$ cat config.mk
export PLATFORM = sky130hd
export DESIGN_NAME = lsa_unit
export DESIGN_NICKNAME = d
export VERILOG_FILES = /design/src/rtl/lsa_pkg.sv /design/src/rtl/lsa_addr_gen.sv /design/src/rtl/lsa_store_lane.sv /design/src/rtl/lsa_load_align.sv /design/src/rtl/lsa_unit.sv
export SDC_FILE = /design/constraint.sdc
export NUM_CORES = 1
export LEC_CHECK = 0
export BUFFER_PORTS_ARGS = -buffer_cell sky130_fd_sc_hd__buf_2
export CAP_MARGIN = 5
export CORE_MARGIN = 8
export CORE_UTILIZATION = 38
export DETAILED_ROUTE_END_ITERATION = 16
export HOLD_SLACK_MARGIN = 0.1
export MAX_ROUTING_LAYER = met4
export PLACE_DENSITY = 0.77
export SYNTH_ARGS = -nofsm -noshare
export SYNTH_HDL_FRONTEND = slang
export SYNTH_HIERARCHICAL = 1
export SYNTH_SLANG_ARGS = --single-unit
$ cat constraint.sdc
create_clock -name clk -period 1.7 [get_ports clk]
set_input_delay 0.34 -clock clk [delete_from_list [all_inputs] [get_ports clk]]
set_output_delay 0.34 -clock clk [all_outputs]
set_load 0.1 [all_outputs]
$ cat src/rtl/lsa_pkg.sv
package lsa_pkg;

   // address form codes carried on req_form
   localparam logic [1:0] FORM_IMM = 2'b00;
   localparam logic [1:0] FORM_REG = 2'b01;
   localparam logic [1:0] FORM_ABS = 2'b10;

   typedef enum logic [1:0] {
      SZ_BYTE = 2'b00,
      SZ_HALF = 2'b01,
      SZ_FULL = 2'b10
   } size_e;

   // per-load context carried until the memory answers
   typedef struct packed {
      logic  pend;
      size_e size;
      logic  zext;
   } ld_ctx_t;

   function automatic size_e pick_size(input logic [1:0] code, input logic force_full);
      size_e s;
      if (force_full) begin
         s = SZ_FULL;
      end else begin
         unique case (code)
            2'b00:   s = SZ_HALF;
            2'b10:   s = SZ_BYTE;
            default: s = SZ_FULL;
         endcase
      end
      return s;
   endfunction

endpackage

$ cat src/rtl/lsa_addr_gen.sv
module lsa_addr_gen
   import lsa_pkg::*;
#(
   parameter int XLEN  = 32,
   parameter int IMM_W = 16,
   parameter int ABS_W = 21
) (
   input  logic [1:0]       form,
   input  logic [1:0]       mode,
   input  logic [XLEN-1:0]  base,
   input  logic [IMM_W-1:0] imm,
   input  logic [XLEN-1:0]  roff,
   input  logic [ABS_W-1:0] abs_in,
   output logic [XLEN-1:0]  ea,
   output logic             wb_req,
   output logic [XLEN-1:0]  wb_sum,
   output logic             is_abs
);
   localparam int IMM_PAD = XLEN - IMM_W;
   localparam int ABS_PAD = XLEN - ABS_W;
   localparam logic [XLEN-1:0] WORD_MASK = ~XLEN'(3);

   logic [XLEN-1:0] imm_x;
   logic [XLEN-1:0] offset;
   logic [XLEN-1:0] abs_x;

   // sign extension of the constant; a full-width constant needs no padding
   generate
      if (IMM_PAD > 0) begin : g_imm_pad
         assign imm_x = {{IMM_PAD{imm[IMM_W-1]}}, imm};
      end else begin : g_imm_full
         assign imm_x = imm;
      end
      if (ABS_PAD > 0) begin : g_abs_pad
         assign abs_x = {{ABS_PAD{1'b0}}, abs_in};
      end else begin : g_abs_full
         assign abs_x = abs_in;
      end
   endgenerate

   always_comb begin
      is_abs = (form == FORM_ABS);
      offset = (form == FORM_REG) ? roff : imm_x;
      wb_sum = base + offset;
      if (is_abs) begin
         ea = abs_x & WORD_MASK;
      end else if (mode[1]) begin
         ea = wb_sum;
      end else begin
         ea = base;
      end
      wb_req = mode[0] & ~is_abs;
   end

endmodule

$ cat src/rtl/lsa_store_lane.sv
module lsa_store_lane
   import lsa_pkg::*;
#(
   parameter int XLEN = 32
) (
   input  size_e                size,
   input  logic [$clog2(XLEN/8)-1:0] lane,
   input  logic                 store,
   input  logic [XLEN-1:0]      st_data,
   output logic [XLEN/8-1:0]    be,
   output logic [XLEN-1:0]      wdata
);
   localparam int LANES  = XLEN / 8;
   localparam int LB     = $clog2(LANES);
   localparam int HALVES = XLEN / 16;

   logic [XLEN-1:0] byte_rep;
   logic [XLEN-1:0] half_rep;

   generate
      for (genvar g = 0; g < LANES; g++) begin : g_byte
         assign byte_rep[g*8 +: 8] = st_data[7:0];
      end
      for (genvar h = 0; h < HALVES; h++) begin : g_half
         assign half_rep[h*16 +: 16] = st_data[15:0];
      end
   endgenerate

   always_comb begin
      unique case (size)
         SZ_BYTE: begin
            be    = LANES'(1) << lane;
            wdata = byte_rep;
         end
         SZ_HALF: begin
            be    = LANES'(3) << {lane[LB-1:1], 1'b0};
            wdata = half_rep;
         end
         default: begin
            be    = '1;
            wdata = st_data;
         end
      endcase
      if (!store) begin
         wdata = '0;
      end
   end

endmodule

$ cat src/rtl/lsa_load_align.sv
module lsa_load_align
   import lsa_pkg::*;
#(
   parameter int XLEN = 32
) (
   input  size_e                     size,
   input  logic                      zext,
   input  logic [$clog2(XLEN/8)-1:0] lane,
   input  logic [XLEN-1:0]           rd_data,
   output logic [XLEN-1:0]           result
);
   localparam int LANES = XLEN / 8;
   localparam int LB    = $clog2(LANES);

   logic [7:0]  pick_b;
   logic [15:0] pick_h;
   logic        fill_b;
   logic        fill_h;

   always_comb begin
      pick_b = rd_data[{lane, 3'b000} +: 8];
      pick_h = rd_data[{lane[LB-1:1], 4'b0000} +: 16];
      fill_b = ~zext & pick_b[7];
      fill_h = ~zext & pick_h[15];
      unique case (size)
         SZ_BYTE: result = {{(XLEN-8){fill_b}}, pick_b};
         SZ_HALF: result = {{(XLEN-16){fill_h}}, pick_h};
         default: result = rd_data;
      endcase
   end

endmodule

$ cat src/rtl/lsa_unit.sv
module lsa_unit
   import lsa_pkg::*;
#(
   parameter int XLEN    = 32,
   parameter int IMM_W   = 16,
   parameter int ABS_W   = 21,
   parameter int MEM_LAT = 1
) (
   input  logic               clk,
   input  logic               rst_n,
   input  logic               req_valid,
   input  logic               req_store,
   input  logic [1:0]         req_form,
   input  logic [1:0]         addr_mode,
   input  logic [1:0]         size_code,
   input  logic               zero_ext,
   input  logic               shift_form,
   input  logic [XLEN-1:0]    base_val,
   input  logic [IMM_W-1:0]   imm_off,
   input  logic [XLEN-1:0]    reg_off,
   input  logic [ABS_W-1:0]   abs_addr,
   input  logic [XLEN-1:0]    st_data,
   input  logic [XLEN-1:0]    rd_data,
   output logic               mem_valid,
   output logic               mem_we,
   output logic [XLEN-1:0]    mem_addr,
   output logic [XLEN/8-1:0]  mem_be,
   output logic [XLEN-1:0]    mem_wdata,
   output logic               wb_en,
   output logic [XLEN-1:0]    wb_value,
   output logic               ld_valid,
   output logic [XLEN-1:0]    ld_result
);
   localparam int LANES = XLEN / 8;
   localparam int LB    = $clog2(LANES);

   // elaboration-time parameter checks
   generate
      if (XLEN != 32 && XLEN != 64) begin : g_bad_xlen
         $error("lsa_unit: XLEN must be 32 or 64");
      end
      if (IMM_W < 2 || IMM_W > XLEN) begin : g_bad_imm
         $error("lsa_unit: IMM_W out of range");
      end
      if (ABS_W < 3 || ABS_W > XLEN) begin : g_bad_abs
         $error("lsa_unit: ABS_W out of range");
      end
      if (MEM_LAT < 1) begin : g_bad_lat
         $error("lsa_unit: MEM_LAT must be at least 1");
      end
   endgenerate

   // ---------------- request decode ----------------
   logic [XLEN-1:0]  ea_c;
   logic             wb_req_c;
   logic [XLEN-1:0]  wb_sum_c;
   logic             is_abs_c;
   logic             force_full_c;
   size_e            size_c;
   logic [LANES-1:0] be_c;
   logic [XLEN-1:0]  wdata_c;

   lsa_addr_gen #(
      .XLEN (XLEN),
      .IMM_W(IMM_W),
      .ABS_W(ABS_W)
   ) u_addr (
      .form  (req_form),
      .mode  (addr_mode),
      .base  (base_val),
      .imm   (imm_off),
      .roff  (reg_off),
      .abs_in(abs_addr),
      .ea    (ea_c),
      .wb_req(wb_req_c),
      .wb_sum(wb_sum_c),
      .is_abs(is_abs_c)
   );

   always_comb begin
      force_full_c = is_abs_c | ((req_form == FORM_REG) & shift_form);
      size_c       = pick_size(size_code, force_full_c);
   end

   lsa_store_lane #(
      .XLEN(XLEN)
   ) u_store (
      .size   (size_c),
      .lane   (ea_c[LB-1:0]),
      .store  (req_store),
      .st_data(st_data),
      .be     (be_c),
      .wdata  (wdata_c)
   );

   // ---------------- memory-side registers ----------------
   always_ff @(posedge clk or negedge rst_n) begin
      if (!rst_n) begin
         mem_valid <= 1'b0;
         mem_we    <= 1'b0;
         mem_addr  <= '0;
         mem_be    <= '0;
         mem_wdata <= '0;
         wb_en     <= 1'b0;
         wb_value  <= '0;
      end else begin
         mem_valid <= req_valid;
         wb_en     <= req_valid & wb_req_c;
         if (req_valid) begin
            mem_we    <= req_store;
            mem_addr  <= ea_c;
            mem_be    <= be_c;
            mem_wdata <= wdata_c;
            wb_value  <= wb_sum_c;
         end
      end
   end

   // ---------------- load context pipe (MEM_LAT stages) ----------------
   ld_ctx_t          ctx_in;
   ld_ctx_t          ctx_tail;
   logic [LB-1:0]    lane_tail;

   always_comb begin
      ctx_in.pend = req_valid & ~req_store;
      ctx_in.size = size_c;
      ctx_in.zext = zero_ext;
   end

   generate
      for (genvar g = 0; g < MEM_LAT; g++) begin : g_stg
         ld_ctx_t       c;
         logic [LB-1:0] l;
         if (g == 0) begin : g_head
            always_ff @(posedge clk or negedge rst_n) begin
               if (!rst_n) begin
                  c <= '0;
                  l <= '0;
               end else begin
                  c <= ctx_in;
                  l <= ea_c[LB-1:0];
               end
            end
         end else begin : g_body
            always_ff @(posedge clk or negedge rst_n) begin
               if (!rst_n) begin
                  c <= '0;
                  l <= '0;
               end else begin
                  c <= g_stg[g-1].c;
                  l <= g_stg[g-1].l;
               end
            end
         end
      end
   endgenerate

   assign ctx_tail  = g_stg[MEM_LAT-1].c;
   assign lane_tail = g_stg[MEM_LAT-1].l;

   // ---------------- load alignment and result register ----------------
   logic [XLEN-1:0] align_c;

   lsa_load_align #(
      .XLEN(XLEN)
   ) u_load (
      .size   (ctx_tail.size),
      .zext   (ctx_tail.zext),
      .lane   (lane_tail),
      .rd_data(rd_data),
      .result (align_c)
   );

   always_ff @(posedge clk or negedge rst_n) begin
      if (!rst_n) begin
         ld_valid  <= 1'b0;
         ld_result <= '0;
      end else begin
         ld_valid <= ctx_tail.pend;
         if (ctx_tail.pend) begin
            ld_result <= align_c;
         end
      end
   end

endmodule

==> summary.txt, run 1 <==
Setup path
  – FF-to-FF path depth: 6
  – Worst r2r src: g_stg[0].l[1]$_DFF_PN0_
  – Worst path arrival time: 3.12 ns
  – WP data required: between 2 and 2.5 ns
  – Crit. Startpoint: req_form[1]
  – FF-to-FF setup slack: -0.01 ns
  – CP Launch Type: input port
  – Worst reg2reg path endpoint: ld_result[17]$_DFFE_PN0P_
  – Setup crit end kind: register
  – Setup Crit Path Kind: input port to register
  – Max Fanout on Critical Path: 5

Placed design
  – GP Congestion: 0.941
  – PortBufs: 310
  – Placed cells: 1680
  – Pre-CTS setup slack: -1.72 ns
  – Hpwl dp: about 27000 um

Clock network
  – CTS Root Cell: clkbuf_16
  – Clock buffer depth: 2
  – Skew-Pair Late Insertion Delay: 0.42 ns
  – H-tree Lvls: 4
  – Sink Count: 142
  – Reg clk slew, reported paths: 0.08 ns
  – Num CTS Buffers: 17
  – CTS tree: done

Power and ir drop
  – Switching power total: 0.00955 W
  – Maximum vdd drop: around 1.1 mV
  – Reg power frac: 23.9%
  – Clock network power share: roughly a fifth
  – Pint: 0.00899 W
  – Switching Share: 51.5%
  – Comb pwr share: 55.0%
  – Leakage: 6.95 nW
  – PD cells: 1270 mW/mm2

Synth
  – Top cells by count, synth: mux2_2, dfrtp_1, a21oi_1
  – Top post-synthesis cells by area: dfrtp_1, mux2_2, ha_1
  – Post-synth EDFFs: 0
  – Yosys warns: 6
  – Top cell type's share of synthesized area: 36.9%
  – Post-synthesis sequential element count: 142
  – Main flop type after synthesis: dfrtp_1
  – Area of the mapped netlist: 0.00962 mm2
  – Mean Syn Cell Area: 10.2 um2
  – FFs w/ async S/R, synth: 100%
  – Post-Synthesis Cells: 946
  – Post-synth net total: 1158
  – Synth unique cells: 72
  – Sequential area share after synthesis: 36.9%
  – Dominant cell type by area after synthesis: dfrtp_1
  – Most common cell in the netlist: mux2_2

Timing
  – Max frequency: 356 MHz
  – Worst-margin pin slew: 0.525 ns
  – Final hold viol count: 0
  – Max-slew violations: 0
  – Clk_skew: roughly 0.008 ns
  – Slew headroom: 65.2%
  – Final WS setup: -1.11 ns
  – Final Critical Period: 2.81 ns
  – Fin crit share: 165%
  – # setup viols final: 73
  – RSZ-0062 raised after global routing: yes

Hold path
  – HP Class: input port to register
  – Min-Delay Startpoint: abs_addr[11]
  – WHS Endpoint: mem_addr[11]$_DFFE_PN0P_
  – Hold Path Stages: 4

Run status
  – Status: finished, violations left
  – Failing checks: negative setup slack

Route
  – Post-DRT Antenna Nets: 0
  – WL final: between 30000 and 40000 um
  – Avg Vias per Cell: 5.38
  – DRT iter0 DRCs: ~750
  – Vias: between 9000 and 10000
  – Number of iterations in the first detailed-routing pass: 5
  – Wire per inst: a little over 20 um
  – DRC violations left: 0

Global routing
  – Global-route wire length before repair: 54100 um
  – Largest net degree at the start of global routing: 71
  – GRT Util Overall: 22.6%
  – Vias in the first global route: 9923
  – Initial antenna violation count: 0
  – Total overflow reported by the global router: 0

Layout
  – Proportion of layout cells with a drive suffix above 1: 61.1%
  – Nets: 1598
  – Ant diodes: 0
  – Synth-to-Final Area Change: 51.8%
  – Fin cells: 1729

Floorplan
  – # rows: 58
  – Starting Density: between 30% and 40%
  – Die Width: around 180 um
  – Core box area: 0.0250 mm2
  – # IOs: around 310
  – Die height: 175 um
  – Die ar.: 0.0307 mm2

Run
  – Max-cap violation count: 0
registers in the layout (all words and copies together), names as in the netlist, 2 cells and up:
| register | flops |
|---|---|
| mem_be | 4 |
| g_stg.l | 2 |
| mem_wdata | 32 |
| mem_addr | 32 |
| ld_result | 32 |
| ctx_tail | 4 |
| wb_value | 32 |
worst max-delay path by stage:
stage / cells past startpoint / slack [ns] / to
final: 15 / -1.11 / mem_addr[23]$_DFFE_PN0P_
after CTS: 14 / -1.03 / mem_addr[28]$_DFFE_PN0P_
after global placement: 17 / -1.69 / mem_addr[29]$_DFFE_PN0P_
after global routing: 14 / -1.20 / mem_addr[30]$_DFFE_PN0P_
after floorplan: 14 / -1.46 / mem_addr[28]$_DFFE_PN0P_
after detailed placement: 16 / -1.72 / mem_addr[30]$_DFFE_PN0P_
worst max-delay path, cell delays in order:
cell and delay [ns]:
buf_8 0.10, nor2b_4 0.15, buf_4 0.17, mux2_2 0.37, ha_4 0.24, o211ai_1 0.19, buf_4 0.16, nor3_4 0.05
o211ai_2 0.26, nand3_4 0.18, buf_4 0.19, a21boi_4 0.18, nor3b_2 0.19, nor3_1 0.06, mux2_2 0.26
power groups by stage:
| stage | clock, W | combinational (W) | sequential, W |
|---|---|---|---|
| global placement | 0 | 0.00928 | 0.00445 |
| finish | 0.00390 | 0.0102 | 0.00444 |
| detailed placement | 0 | 0.00937 | 0.00449 |
| CTS | 0.00400 | 0.00985 | 0.00443 |
| global route | 0.00412 | 0.0106 | 0.00452 |
| floorplan | 0 | 0.00235 | 0.00926 |
cell type report:
| class | count | area [um2] |
|---|---|---|
| Clock inverter | 15 | 170 |
| Timing Repair Buffer | 485 | 3100 |
| Tap cell | 330 | 413 |
| Sequential cell | 142 | 3560 |
| Clock buffer | 17 | 425 |
| Fill cell | 2053 | 10400 |
| Inverter | 14 | 55.1 |
| Multi-Input combinational cell | 726 | 6880 |
what timing repair did:
| action | in CTS | in global routing |
|---|---|---|
| hold buffers | 2 | 0 |
| buffers inserted | 8 | 10 |
| endpoints found under the hold margin | 60 | 0 |
| resized for setup | 136 | 88 |
| cloned | 0 | 1 |
| endpoints found under the setup margin | 87 | 82 |
| pin swaps | 31 | 21 |
layer usage:
metal,vias up,GRT usage (%),share of wire [%]
met4,0,6.99,2.4
met3,57,4.25,6.0
met2,397,38.3,50
met1,4539,26.8,41
li1,4305,-,-
met5,-,-,0
stage by stage:
step           area (um2)  hold WS (ns)  utilization, %  power (W)  TNS (ns)
2_1_floorplan        9910        0.0444               -     0.0116    -74.17
3_3_place_gp        12700         0.206            50.8     0.0137    -95.96
3_5_place_dp        12700         0.206            50.8     0.0139    -98.80
4_1_cts             14200         0.221            56.6     0.0183    -47.63
5_1_grt             14600         0.244            58.3     0.0192    -56.73
6_report            14600         0.242            58.3     0.0185    -52.43
placed cells by master, fill, tap and decap left out, types with 31 or more instances in the layout:
cell type / Yosys / layout
mux2i_1: 31 / 31
a21oi_1: 77 / 45
mux2_4: 0 / 48
nor2_1: 46 / 41
dfrtp_1: 142 / 139
a21oi_2: 13 / 39
nand2_1: 74 / 65
buf_4: 7 / 146
mux2_2: 156 / 108
buf_2: 17 / 306
cell families (layout without fill, tap and decap cells):
| kind of cell | Yosys count | after routing | synth area share (%) |
|---|---|---|---|
| xor gates and xnor gates | 31 | 31 | 2.82 |
| AOI/OAI and AO/OA | 236 | 236 | 16.6 |
| buffers and inverters | 78 | 531 | 4.59 |
| DFF | 142 | 142 | 36.9 |
| adders and majority gates | 35 | 35 | 4.63 |
| muxes | 190 | 190 | 21.8 |
| and+or+nand+nor | 234 | 234 | 12.6 |
Power figures use the tool's default switching activity.
==> run 2, diff against run 1 <==
--- a/config.mk
+++ b/config.mk
@@ -14,3 +14,3 @@
 export MAX_ROUTING_LAYER = met4
-export PLACE_DENSITY = 0.77
+export PLACE_DENSITY = 0.65
 export SYNTH_ARGS = -nofsm -noshare
--- a/constraint.sdc
+++ b/constraint.sdc
@@ -3,2 +3,2 @@
 set_output_delay 0.34 -clock clk [all_outputs]
-set_load 0.1 [all_outputs]
+set_load 0.01 [all_outputs]
==> summary.txt, run 2 (same netlist as run 1, synthesis figures left out) <==
Setup path
  – CP Cell Sequence: buf_8, nor2b_4, buf_12, mux2_4, ha_4, fa_2, a21oi_2, o211ai_2, buf_4, a221oi_2, o21bai_1, xor2_1, mux2i_1, o21ai_1, mux2_2
  – Max Fanout on Critical Path: 20 (+15)
  – Setup crit end kind: register
  – Worst path arrival time: 3.18 ns (+0.06 ns)
  – CP Launch Type: input port
  – FF-to-FF path depth: 6 (unchanged)
  – CP max stage delay: 0.34 ns (-0.03 ns)
  – Setup Crit Path Kind: input port to register
  – Slowest cell on crit path: fa_2
  – WP data required: 2.01 ns (about the same)

Placed design
  – PortBufs: 310 (unchanged)
  – Placed cells: 1695 (+0.89%)
  – GP Congestion: 0.918 (-2.4%)
  – Hpwl dp: 26400 um (-1.3%)

Timing
  – Final WS setup: -1.17 ns (-0.0609 ns)
  – Clk_skew: 0.00793 ns (-0.0000680 ns)
  – Hold slack: 0.230 ns (-0.0128 ns)
  – Final Critical Period: 2.87 ns (+0.0609 ns)
  – Slew headroom: 66.3% (+1.1 points)
  – Final hold viol count: 0 (unchanged)
  – RSZ-0062 raised after global routing: yes
  – Setup TNS: -57.02 ns (-4.59 ns)
  – Max frequency: 348 MHz (-2.1%)
  – # setup viols final: 82 (+12%)
  – Worst-margin pin slew: 0.503 ns (-0.0221 ns)
  – Max-slew violations: 0 (unchanged)
  – Fin crit share: 169% (+3.6 points)

Floorplan
  – Die height: 175 um (unchanged)
  – Die ar.: 0.0307 mm2 (unchanged)
  – # IOs: 313 (unchanged)
  – # rows: 58 (unchanged)
  – Core box area: 0.0250 mm2 (unchanged)
  – Die Width: 175 um (unchanged)
  – Starting Density: 38.4% (unchanged)

Layout
  – Nets: 1604 (+0.38%)
  – Most frequent cells in the layout: buf_2, buf_4, dfrtp_1, mux2_2, nand2_1
  – Finished Core Util: 56.6% (-1.8 points)
  – Proportion of layout cells with a drive suffix above 1: 58.5% (-2.6 points)
  – Synth-to-Final Area Change: 47.2%
  – Multi-input gate area: 0.00644 mm2 (-6.5%)
  – Fin cells: 1737 (+0.46%)
  – Commonest non-fill, non-tap cell in the layout: buf_2
  – Sequential Area: 0.00355 mm2 (about the same)
  – Fillers: 2207 (+7.5%)

Route
  – DRC violations left: 0 (unchanged)
  – DRT iter0 DRCs: 564 (-25%)
  – Vias: 9117 (-1.9%)
  – Number of iterations in the first detailed-routing pass: 5 (unchanged)
  – WL final: 34500 um (-3.8%)
  – Post-DRT Antenna Nets: 0 (unchanged)
  – Avg Vias per Cell: 5.25 (-2.4%)
  – Wire per inst: 19.9 um (-4.3%)

Global routing
  – Largest net degree at the start of global routing: 41 (-42%)
  – Global-route wire length before repair: 54100 um (+0.13%)
  – Total overflow reported by the global router: 0 (unchanged)
  – GRT Util Overall: 22.5% (-0.062 points)
  – Initial antenna violation count: 2 (+2)
  – Vias in the first global route: 9804 (-1.2%)

Power and ir drop
  – Switching power total: 0.00457 W (-52%)
  – Comb pwr share: 38.7% (-16 points)
  – Maximum vdd drop: 0.643 mV (-39%)
  – Switching Share: 34.0% (-18 points)
  – Clock network power share: 28.6% (+7.6 points)
  – Reg power frac: 32.8% (+8.9 points)
  – Leakage: 6.84 nW (-1.6%)
  – Pint: 0.00889 W (-1.1%)
  – PD cells: 950 mW/mm2 (-25%)

Clock network
  – H-tree Lvls: 4 (unchanged)
  – Sink Count: 142 (unchanged)
  – CTS Root Cell: clkbuf_16
  – CTS tree: done
  – Num CTS Buffers: 17 (unchanged)
  – Clock buffer depth: 2 (unchanged)
  – Skew-Pair Late Insertion Delay: 0.42 ns (about the same)
  – Reg clk slew, reported paths: 0.07 ns (about the same)

Hold path
  – HP Class: input port to register
  – Hold Path Stages: 2 (-2)

Run status
  – Status: finished, violations left
  – Failing checks: negative setup slack

Run
  – Max-cap violation count: 0 (unchanged)
==> run 2: cell count changes in the layout (fill, tap and decap cells not counted), moves of 5 or more <==
cell / before / now
buf_4: 146 / 164
a21oi_1: 45 / 59
ha_4: 29 / 16
buf_6: 17 / 5
mux2_2: 108 / 119
mux2_4: 48 / 37
a21oi_2: 39 / 29
ha_1: 5 / 13
ha_2: 0 / 5
nand2_1: 65 / 70
o21ai_0: 22 / 27
==> run 2: worst max-delay path: cells and delay by family <==
kind / cells / cell delay [ns]
mux: 3 / 0.78
compound gates: 5 / 0.73
fa+ha+maj: 2 / 0.51
simple gates: 1 / 0.13
xor+xnor: 1 / 0.17
buf+inv: 3 / 0.47
==> run 2: through the flow <==
stage,total power (W),cell area (um2),setup slack (ns)
2_1_floorplan,0.00709,9920,-1.46
3_3_place_gp,0.00921,12900,-1.67
3_5_place_dp,0.00928,12900,-1.71
4_1_cts,0.0134,13900,-1.15
5_1_grt,0.0142,14200,-1.28
6_report,0.0135,14200,-1.17
==> run 2: power groups by stage <==
| stage | clock, W | combinational [W] | sequential (W) |
|---|---|---|---|
| 5_1_grt | 0.00408 | 0.00562 | 0.00449 |
| 4_1_cts | 0.00395 | 0.00503 | 0.00441 |
| 2_1_floorplan | 0 | 0.00234 | 0.00474 |
| 3_3_place_gp | 0 | 0.00477 | 0.00444 |
| 6_report | 0.00384 | 0.00520 | 0.00441 |
| 3_5_place_dp | 0 | 0.00482 | 0.00446 |
==> run 2: worst paths after layout <==
kind	startpoint	endpoint	slack, ns
setup / recovery	req_form[1]	mem_addr[12]$_DFFE_PN0P_	-1.17
hold / removal	req_store	ctx_tail[3]$_DFF_PN0_	0.23
setup reg to reg	g_stg[0].l[1]$_DFF_PN0_	ld_result[22]$_DFFE_PN0P_	-0.08
hold reg to reg	mem_addr[23]$_DFFE_PN0P_	mem_addr[23]$_DFFE_PN0P_	0.50
max in group asynchronous	rst_n	wb_value[15]$_DFFE_PN0P_	0.71
min in group asynchronous	rst_n	mem_wdata[25]$_DFFE_PN0P_	0.41
==> run 2: what timing repair did <==
| item | CTS | global route |
|---|---|---|
| resized for setup | 69 | 52 |
| hold endpoints to repair | 29 | 0 |
| setup endpoints to repair | 92 | 98 |
| hold buffers | 2 | 0 |
| setup buffers | 3 | 3 |
| pin swaps | 14 | 13 |
==> run 2: metal layers <==
layer,vias to the layer above,part of all wire (%),GRT usage [%]
li1,4321,-,-
met1,4457,44,28.1
met2,300,49,37.5
met3,39,5.1,4.45
met4,0,1.3,4.80
met5,-,0,-
==> run 2: area by class of cell <==
class / instances / share of cell area [%]
diodes: 2 / 0.0353
clock buffers: 19 / 3.06
clock inverters: 13 / 1.06
inverters: 14 / 0.389
multi-input cells: 726 / 45.5
flip-flops and latches: 142 / 25.1
well taps: 330 / 2.92
repair buffers: 491 / 22.0
==> run 3, diff against run 2 <==
Settings changed: CORE_UTILIZATION 38 to 30, PLACE_DENSITY 0.65 to default.
==> summary.txt, run 3 (same netlist as run 1, synthesis figures left out) <==
Run status
  – Status: finished, violations left
  – Failing checks: negative setup slack

Setup path
  – Max Fanout on Critical Path: 6 (-70%)
  – CP Launch Type: input port
  – Setup Crit Path Kind: input port to register
  – WP data required: 2.03 ns (+0.02 ns)
  – Setup crit end kind: register
  – Worst path arrival time: 3.12 ns (-0.06 ns)

Floorplan
  – Die Width: 195 um (+11%)
  – Starting Density: 30.5% (-7.9 points)
  – Core box area: 0.0316 mm2 (+26%)
  – # IOs: 313 (unchanged)
  – Die ar.: 0.0381 mm2 (+24%)
  – # rows: 65 (+12%)
  – Die height: 195 um (+11%)

Route
  – Wire per inst: 20.4 um (+2.7%)
  – Post-DRT Antenna Nets: 0 (unchanged)
  – DRC violations left: 0 (unchanged)
  – DRT iter0 DRCs: 427 (-24%)
  – Vias: 9447 (+3.6%)
  – Avg Vias per Cell: 5.08 (-3.3%)
  – Number of iterations in the first detailed-routing pass: 5 (unchanged)
  – WL final: 38000 um (+10%)

Timing
  – # setup viols final: 89 (+8.5%)
  – Fin crit share: 164% (-5.0 points)
  – Setup TNS: -56.20 ns (+0.824 ns)
  – Final hold viol count: 0 (unchanged)
  – Hold slack: 0.173 ns (-0.0568 ns)
  – Slew headroom: 52.9% (-13 points)
  – Worst-margin pin slew: 0.706 ns (+0.203 ns)
  – RSZ-0062 raised after global routing: yes
  – Clk_skew: 0.00613 ns (-0.00180 ns)
  – Max-slew violations: 0 (unchanged)
  – Final Critical Period: 2.79 ns (-0.0856 ns)
  – Max frequency: 359 MHz (+3.1%)
  – Final WS setup: -1.09 ns (+0.0856 ns)

Power and ir drop
  – PD cells: 911 mW/mm2 (-4.1%)
  – Maximum vdd drop: 0.645 mV (+0.33%)
  – Leakage: 7.53 nW (+10%)

Global routing
  – Initial antenna violation count: 4 (+2)
  – Total overflow reported by the global router: 0 (unchanged)
  – Largest net degree at the start of global routing: 58 (+41%)
  – Global-route wire length before repair: 57800 um (+6.7%)
  – Vias in the first global route: 10130 (+3.3%)
  – GRT Util Overall: 19.8% (-2.8 points)

Hold path
  – HP Class: input port to register

Run
  – Max-cap violation count: 0 (unchanged)

Layout
  – Synth-to-Final Area Change: 63.9%
  – Proportion of layout cells with a drive suffix above 1: 64.9% (+6.4 points)
  – Nets: 1654 (+3.1%)
  – Fillers: 2855 (+29%)
  – Commonest non-fill, non-tap cell in the layout: buf_2
  – Finished Core Util: 50.0% (-6.6 points)
  – Most frequent cells in the layout: buf_2, buf_4, dfrtp_1, mux2_4, mux2_2

Clock network
  – Num CTS Buffers: 17 (unchanged)
  – H-tree Lvls: 4 (unchanged)
  – Clock buffer depth: 2 (unchanged)
  – CTS tree: done
  – Reg clk slew, reported paths: 0.07 ns (about the same)
  – CTS Root Cell: clkbuf_16
  – Skew-Pair Late Insertion Delay: 0.44 ns (+0.02 ns)
  – Sink Count: 142 (unchanged)

Placed design
  – GP Congestion: 0.890 (-3.1%)
  – Hpwl dp: 27800 um (+5.4%)
  – PortBufs: 310 (unchanged)
[run 3: cell count changes in the layout (fill, tap and decap cells not counted), sizes merged]
cell	before	now
buf	489	538
bufinv	2	1
nor2b	26	27
clkbuf	19	18
clkinv	1	4
diode	2	4
inv	20	22
clkinvlp	4	1
[run 3: routing by layer]
metal,track usage [%],vias to the layer above,routed length [um]
met5,-,-,0
met4,6.85,0,911
met3,4.81,52,2080
met2,33.2,327,18700
met1,22.9,4633,16300
li1,-,4435,-
[run 3: path summary, 6_finish.rpt]
kind	cells after the start	to	startpoint	slack (ns)
max	14	mem_addr[28]$_DFFE_PN0P_	req_form[1]	-1.09
min	2	ctx_tail[3]$_DFF_PN0_	req_store	0.17
max reg2reg	7	ld_result[6]$_DFFE_PN0P_	g_stg[0].l[1]$_DFF_PN0_	-0.07
min reg2reg	1	wb_value[10]$_DFFE_PN0P_	wb_value[10]$_DFFE_PN0P_	0.50
max in group asynchronous	3	mem_addr[8]$_DFFE_PN0P_	rst_n	0.71
min in group asynchronous	2	mem_wdata[14]$_DFFE_PN0P_	rst_n	0.33
[run 3: critical path, cell delays in order]
cell,delay (ns)
buf_12,0.11
nor2b_4,0.16
buf_12,0.14
mux2_4,0.31
ha_4,0.17
fa_2,0.36
a21oi_4,0.19
o211ai_4,0.11
a22oi_2,0.22
a2bb2oi_4,0.11
a311oi_4,0.34
o2111a_1,0.24
a211oi_2,0.04
mux2_4,0.26
[run 3: where the power goes]
group          internal, W  switching, W  total [W]
Combinational      0.00324       0.00293    0.00617
Sequential         0.00405      0.000392    0.00444
Clock              0.00210       0.00165    0.00376
[run 3: repair_timing]
action | 4_1_cts | 5_1_grt
setup buffers | 45 | 26
hold buffers | 2 | 0
pin swaps | 67 | 68
cloned | 4 | 0
endpoints found under the hold margin | 37 | 0
endpoints found under the setup margin | 89 | 96
resized for setup | 216 | 136
[run 3: stage by stage]
step | area (um2) | setup WS, ns | std cells | power [W]
2_1_floorplan | 9920 | -1.46 | 946 | 0.00709
3_3_place_gp | 13000 | -1.71 | 1770 | 0.00930
3_5_place_dp | 13000 | -1.76 | 1770 | 0.00938
4_1_cts | 15100 | -1.11 | 1847 | 0.0141
5_1_grt | 15800 | -1.18 | 1861 | 0.0151
6_report | 15800 | -1.09 | 1861 | 0.0144
[run 3: final cells by class]
type                            instances  area, um2  share of cell area [%]
Timing Repair Buffer                  540       3710                    23.5
Tap cell                              402        503                    3.19
Multi-Input combinational cell        727       7350                    46.6
Inverter                               14       55.1                   0.349
Clock buffer                           18        439                    2.79
Clock inverter                         14        144                   0.913
Antenna cell                            4       10.0                  0.0635
Sequential cell                       142       3550                    22.5
